File: config.mk
export PLATFORM = sky130hd
export DESIGN_NAME = sd_cmd_framer
export DESIGN_NICKNAME = d
export VERILOG_FILES = /design/src/rtl/sd_cmd_framer.sv
export SDC_FILE = /design/constraint.sdc
export NUM_CORES = 1
export LEC_CHECK = 0
export BUFFER_PORTS_ARGS = -buffer_cell sky130_fd_sc_hd__buf_4
export CORE_MARGIN = 4
export CORE_UTILIZATION = 32
export DETAILED_ROUTE_END_ITERATION = 16
export GPL_ROUTABILITY_DRIVEN = 0
export PLACE_DENSITY_LB_ADDON = 0.05
export SYNTH_ARGS = -nofsm -noshare
export SYNTH_HDL_FRONTEND = slang
export SYNTH_SLANG_ARGS = --single-unit
File: constraint.sdc
create_clock -name clk -period 4 [get_ports clk]
set_clock_uncertainty 0.1 [all_clocks]
set_input_delay 0 -clock clk [delete_from_list [all_inputs] [get_ports clk]]
set_output_delay 0 -clock clk [all_outputs]
set_load 0.02 [all_outputs]
File: src/rtl/sd_cmd_framer.sv
module sd_cmd_framer #(
  parameter int TW         = 16,
  parameter int POLL_TRIES = 16,
  parameter int RETRIES    = 3
) (
  input  logic          clk,
  input  logic          rst_n,
  input  logic          start,
  input  logic [5:0]    cmd_idx,
  input  logic [31:0]   cmd_arg,
  input  logic [1:0]    rsp_kind,
  input  logic [TW-1:0] rdy_limit,
  output logic          busy,
  output logic          done,
  output logic          spi_req,
  output logic [7:0]    spi_tx,
  input  logic          spi_ack,
  input  logic [7:0]    spi_rx,
  output logic          cs_n,
  output logic [7:0]    r1,
  output logic [31:0]   rsp_word,
  output logic          no_resp,
  output logic          crc_err,
  output logic          illegal,
  output logic          erase_err,
  output logic          param_err
);
  localparam int RW = $clog2(RETRIES + 1);

  typedef enum logic [2:0] {
    S_IDLE, S_RDY, S_FRM, S_STF, S_POLL, S_TAIL, S_BSY, S_DES
  } st_t;

  st_t           st;
  logic [TW-1:0] cnt;
  logic [RW-1:0] tries;
  logic [5:0]    idx_q;
  logic [31:0]   arg_q;
  logic [1:0]    kind_q;
  logic          nr_q;
  logic          xfer;
  logic          lim_hit;
  logic [7:0]    crc_byte;
  logic [7:0]    frm_byte;

  assign xfer     = spi_req & spi_ack;
  assign lim_hit  = ({1'b0, cnt} + 1'b1) >= {1'b0, rdy_limit};
  assign busy     = (st != S_IDLE);
  assign spi_req  = busy;
  assign cs_n     = (st == S_IDLE) || (st == S_DES);
  assign crc_byte = (idx_q == 6'd0) ? 8'h95 : (idx_q == 6'd8) ? 8'h87 : 8'hFF;

  always_comb begin
    case (cnt[2:0])
      3'd0:    frm_byte = {2'b01, idx_q};
      3'd1:    frm_byte = arg_q[31:24];
      3'd2:    frm_byte = arg_q[23:16];
      3'd3:    frm_byte = arg_q[15:8];
      3'd4:    frm_byte = arg_q[7:0];
      default: frm_byte = crc_byte;
    endcase
  end

  assign spi_tx    = (st == S_FRM) ? frm_byte : 8'hFF;
  assign no_resp   = nr_q;
  assign crc_err   = ~nr_q & r1[3];
  assign illegal   = ~nr_q & r1[2];
  assign erase_err = ~nr_q & (r1[1] | r1[4]);
  assign param_err = ~nr_q & (r1[5] | r1[6]);

  always_ff @(posedge clk or negedge rst_n) begin
    if (!rst_n) begin
      st       <= S_IDLE;
      cnt      <= '0;
      tries    <= '0;
      idx_q    <= '0;
      arg_q    <= '0;
      kind_q   <= '0;
      nr_q     <= 1'b0;
      r1       <= 8'hFF;
      rsp_word <= '0;
      done     <= 1'b0;
    end else begin
      done <= 1'b0;
      if (st == S_IDLE) begin
        if (start) begin
          idx_q    <= cmd_idx;
          arg_q    <= cmd_arg;
          kind_q   <= rsp_kind;
          nr_q     <= 1'b0;
          r1       <= 8'hFF;
          rsp_word <= '0;
          tries    <= '0;
          cnt      <= '0;
          st       <= (cmd_idx == 6'd12) ? S_FRM : S_RDY;
        end
      end else if (xfer) begin
        case (st)
          S_RDY: begin
            cnt <= cnt + 1'b1;
            if (spi_rx == 8'hFF || lim_hit) begin
              cnt <= '0;
              st  <= S_FRM;
            end
          end
          S_FRM: begin
            if (cnt == TW'(5)) begin
              cnt <= '0;
              st  <= (idx_q == 6'd12) ? S_STF : S_POLL;
            end else cnt <= cnt + 1'b1;
          end
          S_STF: st <= S_POLL;
          S_POLL: begin
            if (!spi_rx[7]) begin
              r1  <= spi_rx;
              cnt <= '0;
              if (spi_rx[3] || spi_rx[2]) st <= S_DES;
              else if (kind_q == 2'd2)    st <= S_TAIL;
              else if (kind_q == 2'd1)    st <= S_BSY;
              else                        st <= S_DES;
            end else if (cnt == TW'(POLL_TRIES - 1)) begin
              cnt <= '0;
              if (tries == RW'(RETRIES - 1)) begin
                r1   <= 8'hFF;
                nr_q <= 1'b1;
                st   <= S_DES;
              end else begin
                tries <= tries + 1'b1;
                st    <= S_FRM;
              end
            end else cnt <= cnt + 1'b1;
          end
          S_TAIL: begin
            rsp_word <= {rsp_word[23:0], spi_rx};
            if (cnt == TW'(3)) st <= S_DES;
            else cnt <= cnt + 1'b1;
          end
          S_BSY: begin
            cnt <= cnt + 1'b1;
            if (spi_rx == 8'hFF || lim_hit) st <= S_DES;
          end
          default: begin
            st   <= S_IDLE;
            done <= 1'b1;
          end
        endcase
      end
    end
  end

  a_r10_idle_cs: assert property (@(posedge clk) disable iff (!rst_n)
    !busy |-> (cs_n && !spi_req));
  a_r10_done_once: assert property (@(posedge clk) disable iff (!rst_n)
    done |=> !done);
  a_r11_start_ignored: assert property (@(posedge clk) disable iff (!rst_n)
    (busy && start) |=> $stable(idx_q) && $stable(arg_q));
  a_r2_end_bit: assert property (@(posedge clk) disable iff (!rst_n)
    (st == S_FRM && cnt == TW'(5)) |-> spi_tx[0]);
  a_r5_noresp_byte: assert property (@(posedge clk) disable iff (!rst_n)
    no_resp |-> (r1 == 8'hFF));
  a_r4_poll_bound: assert property (@(posedge clk) disable iff (!rst_n)
    (st == S_POLL) |-> (cnt < TW'(POLL_TRIES)));
  a_r5_retry_bound: assert property (@(posedge clk) disable iff (!rst_n)
    busy |-> (tries < RW'(RETRIES)));
endmodule

Word-level counts from Yosys, hierarchy flattened
Cells that the tools add are included.
{"block": "op_classes", "n_reduce_logical": 22, "addsub": 3, "mux": 57, "eq_ne": 31, "n_lt_le_gt_ge": 1, "bitwise_logic": 8}
{"operator": "$mux W16", "count": 8}
{"operator": "$mux W32", "count": 4}
{"operator": "$pmux W16 S5", "count": 1}
{"operator": "$mux W8", "count": 8}
{"operator": "$pmux W8 S5", "count": 1}
{"operator": "$mux W3", "count": 11}
{"operator": "$mux W2", "count": 10}
{"operator": "$eq A6 B4 Y1 const B", "count": 3}
{"operator": "$pmux W3 S6", "count": 1}
{"operator": "$add A16 B1 Y17 const B", "count": 1}
{"operator": "$ge A17 B16 Y1", "count": 1}
{"operator": "$add A16 B1 Y16 const B", "count": 1}
{"operator": "$eq A16 B2 Y1 const B", "count": 1}
{"operator": "$eq A16 B3 Y1 const B", "count": 1}
{"operator": "$eq A16 B4 Y1 const B", "count": 1}
{"operator": "$eq A3 B3 Y1 const B", "count": 5}
{"operator": "$mux W7", "count": 2}
{"operator": "$eq A3 B2 Y1 const B", "count": 4}
{"operator": "$ne A3 B3 Y1 const B", "count": 4}
{"operator": "$reduce_and A6 Y1", "count": 2}
{"operator": "$reduce_bool A2 Y1", "count": 6}
{"operator": "$mux W1", "count": 11}
{"operator": "$ne A3 B1 Y1 const B", "count": 3}
{"operator": "$eq A8 B8 Y1 const B", "count": 1}
{"operator": "other kinds (20)", "count": 31}
{"block": "word_totals", "regBits": 103, "input_bits": 68, "out_inout_bits": 57}

Logic depth before layout (Yosys ltp)
{"block": "logic_depth", "depth_word": 8, "mapped_depth": 15}

Worst setup path after synthesis
No wires, ideal clock.
{"block": "synth_path", "kind": "register -> register", "from": "reg cnt[0]", "to": "reg st[1]", "stages_incl_launch_ff": 14, "synth_period_minus_slack_ns": 3.408, "arrival_time_ns": 3.222, "slack_ns": 0.592, "path_buffers": 0, "cell_sequence": "dfrtp_1 > ha_1 > nand4_1 > nor4_1 > and3_1 > xnor2_1 > inv_1 > ha_1 > a21oi_1 > o221ai_1 > a41o_1 > or4_1 > o22a_1 > o211ai_1"}
{"block": "synth_between", "elab_chain_len": 5, "elab_cells_between_ends": 12, "classes_between": "add/sub (1); order compare (1); eq/ne (8); reduce/logical (2)"}
{"item": "start: declaration", "line": "35", "text": "logic [TW-1:0] cnt;"}
{"item": "start signal: assignment", "line": "100", "text": "cnt <= cnt + 1'b1;"}
{"item": "start signal: assignment", "line": "110", "text": "end else cnt <= cnt + 1'b1;"}
{"item": "start signal: assignment", "line": "131", "text": "end else cnt <= cnt + 1'b1;"}
{"item": "$add A16 B1 Y17", "line": "47", "text": "assign lim_hit = ({1'b0, cnt} + 1'b1) >= {1'b0, rdy_limit};"}
{"item": "$ge A17 B16 Y1", "line": "47"}
{"item": "$logic_or A1 B1 Y1", "line": "101, 140"}
{"item": "$ne A3 B3 Y1 (no line)"}
{"item": "$reduce_and A7 Y1 (no line) (*)"}
{"item": "end signal: assignment", "line": "95", "text": "st <= (cmd_idx == 6'd12) ? S_FRM : S_RDY;"}
{"item": "end signal: assignment", "line": "109", "text": "st <= (idx_q == 6'd12) ? S_STF : S_POLL;"}
{"item": "end: declaration", "line": "34", "text": "st_t st;"}
Mark *: on every way between the ends. The rest lies on a longest branch, timed or not.
A chain may end at the register's enable or synchronous reset.

Worst setup path in the final report
{"block": "layout_path", "from": "reg cnt[1]", "to": "reg st[1]"}
Same word-level chain as after synthesis.

==> impl_metrics.toml <==
[die]
initial_core_util_pct = 32.5
die_height_um = 138
num_rows = 47
die_w_um = 138
die_area_um2 = 19000
core-area_um2 = 16600
io-pin-count = 125

[cells_and_area]
drive_gt1_share_pct = 23.6
final_area_um2 = 7380
layout.nets = 848
area_growth_pct = 36.7
n_antenna_cell = 0
utilization_pct = 44.5
n_fill_cell = 1633

[drt]
dr_wl_met3_um = 774
highest_layer = "met4"
wl_met1_mm = 7.53
drt-vias-per-instance = 4.93
wirelength_mm = 15.8
drt_iter0_drc = 260
drcViolationCount = 0
num_vias = 4849
ant_nets = 0
wl_met2_mm = 7.36
dr.pass1.iters = 5
wire_per_inst_um = 16.1

[clock_tree]
cts_made_buffers = 9
clock-root-buffer = "clkbuf_16"
clockBufferDepth = 2
clkTransAtPathRegs_ps = 80
cts_tree = "built"
h-tree-depth = 3
clkLatencyLatePin_ps = 350
cts_sinks = 103

[global_routing]
first_global_vias = 4661
grt_pass1_wl_mm = 24.8
gr-total-overflow = 0
track_usage_pct = 16.8
grt_max_degree = 71
antenna_found_initial = 0

[critical_path]
crit_arrival_ps = 3810
slowest_stage = "or4_1"
crit_chain = "ha_1 > nand4_1 > nor4_2 > and3_1 > xnor2_1 > inv_1 > ha_1 > a21oi_1 > o221ai_1 > a41o_1 > or4_1 > o22a_1 > o211ai_1"
crit_top_cell = "ha_1"
start_kind = "flop"
crit_fanout = 6
crit_family = "simple AND/OR/NAND/NOR gates"
required_ps = 4170
worst-setup-path-type = "flop to flop"
max_stage_delay_ps = 520
cp.buffers_inverters = 1
end_kind = "flop"

[yosys]
yosysTopAreaCell = "dfrtp_1"
async_reset_ff_share_pct = 100
synthTopCellsByCount = "nand2_1 (161), dfrtp_1 (95), inv_1 (43)"
synthFlopType = "dfrtp_1"
yosys.area_share.xor_xnor_pct = 2.27
synth_seq_cells = 103
netlist_top_cells_area = "dfrtp_1 (44%), nand2_1 (11%), a22o_1 (5.4%)"
synth_cell_types = 56
synthAdderAreaFrac_pct = 5.10
synthMuxAreaShare_pct = 0
synth-edff-count = 0
yosys_warnings = 0
yosys.area.top_type_share_pct = 44.0
synth_most_common_cell = "nand2_1"
synth_nets = 686
synth_top_family_by_area = "simple AND/OR/NAND/NOR gates"
postSynthAreaPerCell_um2 = 9.06
synth_area_um2 = 5400
yosysSeqAreaShare_pct = 47.9
netlist_instances = 596
synth-compound-area-share_pct = 17.2
synthSimpleGateAreaFrac_pct = 21.8

[pwr]
power_mw = 4.28
irDropWorstVdd_mv = 0.251
power.share.clock_pct = 24.2
switching_share_pct = 37.5
p_leak_nw = 3.71
powerDensity_nw_per_um2 = 579
switchingPower_mw = 1.60
seqPwrFrac_pct = 38.5
combPwrFrac_pct = 37.3
internal_power_mw = 2.67

[sta]
drv_slew = 0
fin_crit_sh_pct = 91.1
fin_ws_ps = 356
finalHoldViolations = 0
period_needed_ps = 3640
final-setup-viol-count = 0
tightest_slew_ps = 930
maxSlewHeadroom_pct = 38.0
max_clock_freq_ghz = 0.274
totalNegativeSetupSlack_ps = 0

[min_path]
hold_class = "primary input to flop"

[place]
detailed_place_hpwl_mm = 11.4
place_ws_ps = 229
io_buffers = 124
placed_area_um2 = 6510

[run_status]
status = "completed"

[run]
drv_cap = 0
==> layer usage <==
layer	vias to the layer above	GRT usage, %
li1	2380	-
met1	2340	24.2
met2	113	26.1
met3	16	3.08
met4	0	4.06
met5	-	0
==> power by group through the flow <==
stage               Sequential [mW]  Clock, mW  Combinational, mW
global placement               1.66          0               1.56
finish                         1.65       1.03               1.60
global route                   1.69       1.10               1.76
CTS                            1.65       1.06               1.62
detailed placement             1.67          0               1.57
floorplan                      1.68          0              0.927
==> flip-flops by register name (all words and copies together), names as in the netlist <==
name,count
tries,2
arg_q,32
rsp_word,32
cnt,16
st,3
no_resp,1
done,1
idx_q,6
kind_q,2
r1,8
==> final cells by class <==
| type | instances | area, µm² | area share, % |
|---|---|---|---|
| inverters | 43 | 161 | 2.19 |
| flip-flops and latches | 103 | 2590 | 35.1 |
| repair buffers | 182 | 1490 | 20.2 |
| multi-input cells | 419 | 2520 | 34.1 |
| well taps | 220 | 275 | 3.73 |
| clock inverters | 6 | 116 | 1.58 |
| clock buffers | 10 | 229 | 3.10 |
==> worst min-delay path: cells and delay by family <==
family                 cells  cell delay, ps
and+or+nand+nor            3             370
buffers and inverters      1             120
==> final timing paths <==
check                           slack (ps)           end      from  cells past startpoint
worst max-delay path                   360         st[1]    cnt[1]                     13
worst min-delay path                    70      arg_q[2]     start                      4
worst max register to register         360         st[1]    cnt[1]                     13
worst min register to register         380      tries[0]  tries[0]                      1
max in group asynchronous             2550        cnt[0]     rst_n                      3
min in group asynchronous              200  rsp_word[26]     rst_n                      2
==> cell families (layout without fill, tap and decap cells) <==
kind of cell    after synthesis  count (layout)
flops                       103             103
xor+xnor                     14              14
fa+ha+maj                    22              22
simple gates                263             263
compound gates              120             120
buf+inv                      74             241
==> per-stage QoR <==
step | instances | hold WS (ps)
detailed placement | 915 | 89.8
global placement | 915 | 81.4
finish | 983 | 70.4
CTS | 981 | 73.7
global route | 983 | 122
floorplan | 596 | -396
==> cell usage in the layout, fill, tap and decap left out, types with 4 or more instances in the layout <==
master         instances
xnor2_1               12
dfstp_2                8
dfrtp_1               94
nand3_1               16
inv_1                 43
clkbuf_16              9
dlygate4sd3_1         50
nor2_1                24
nand2_1              161
a21oi_1               10
o21ai_2               10
nor3_1                 7
and3_1                 7
a22o_1                33
a22oi_1                5
nor4_1                 9
ha_1                  22
a222oi_1               7
buf_4                132
nand2b_1               4
nand4_1                7
o22a_1                 8
o21ai_0               20
nor2b_1                5
==> timing repair <==
item | in CTS | in global routing
hold endpoints to repair | 126 | 0
setup endpoints to repair | 0 | 8
setup buffers | 0 | 2
hold buffers | 50 | 0
gates resized for setup | 0 | 2
(Power assumes the default switching activity.)
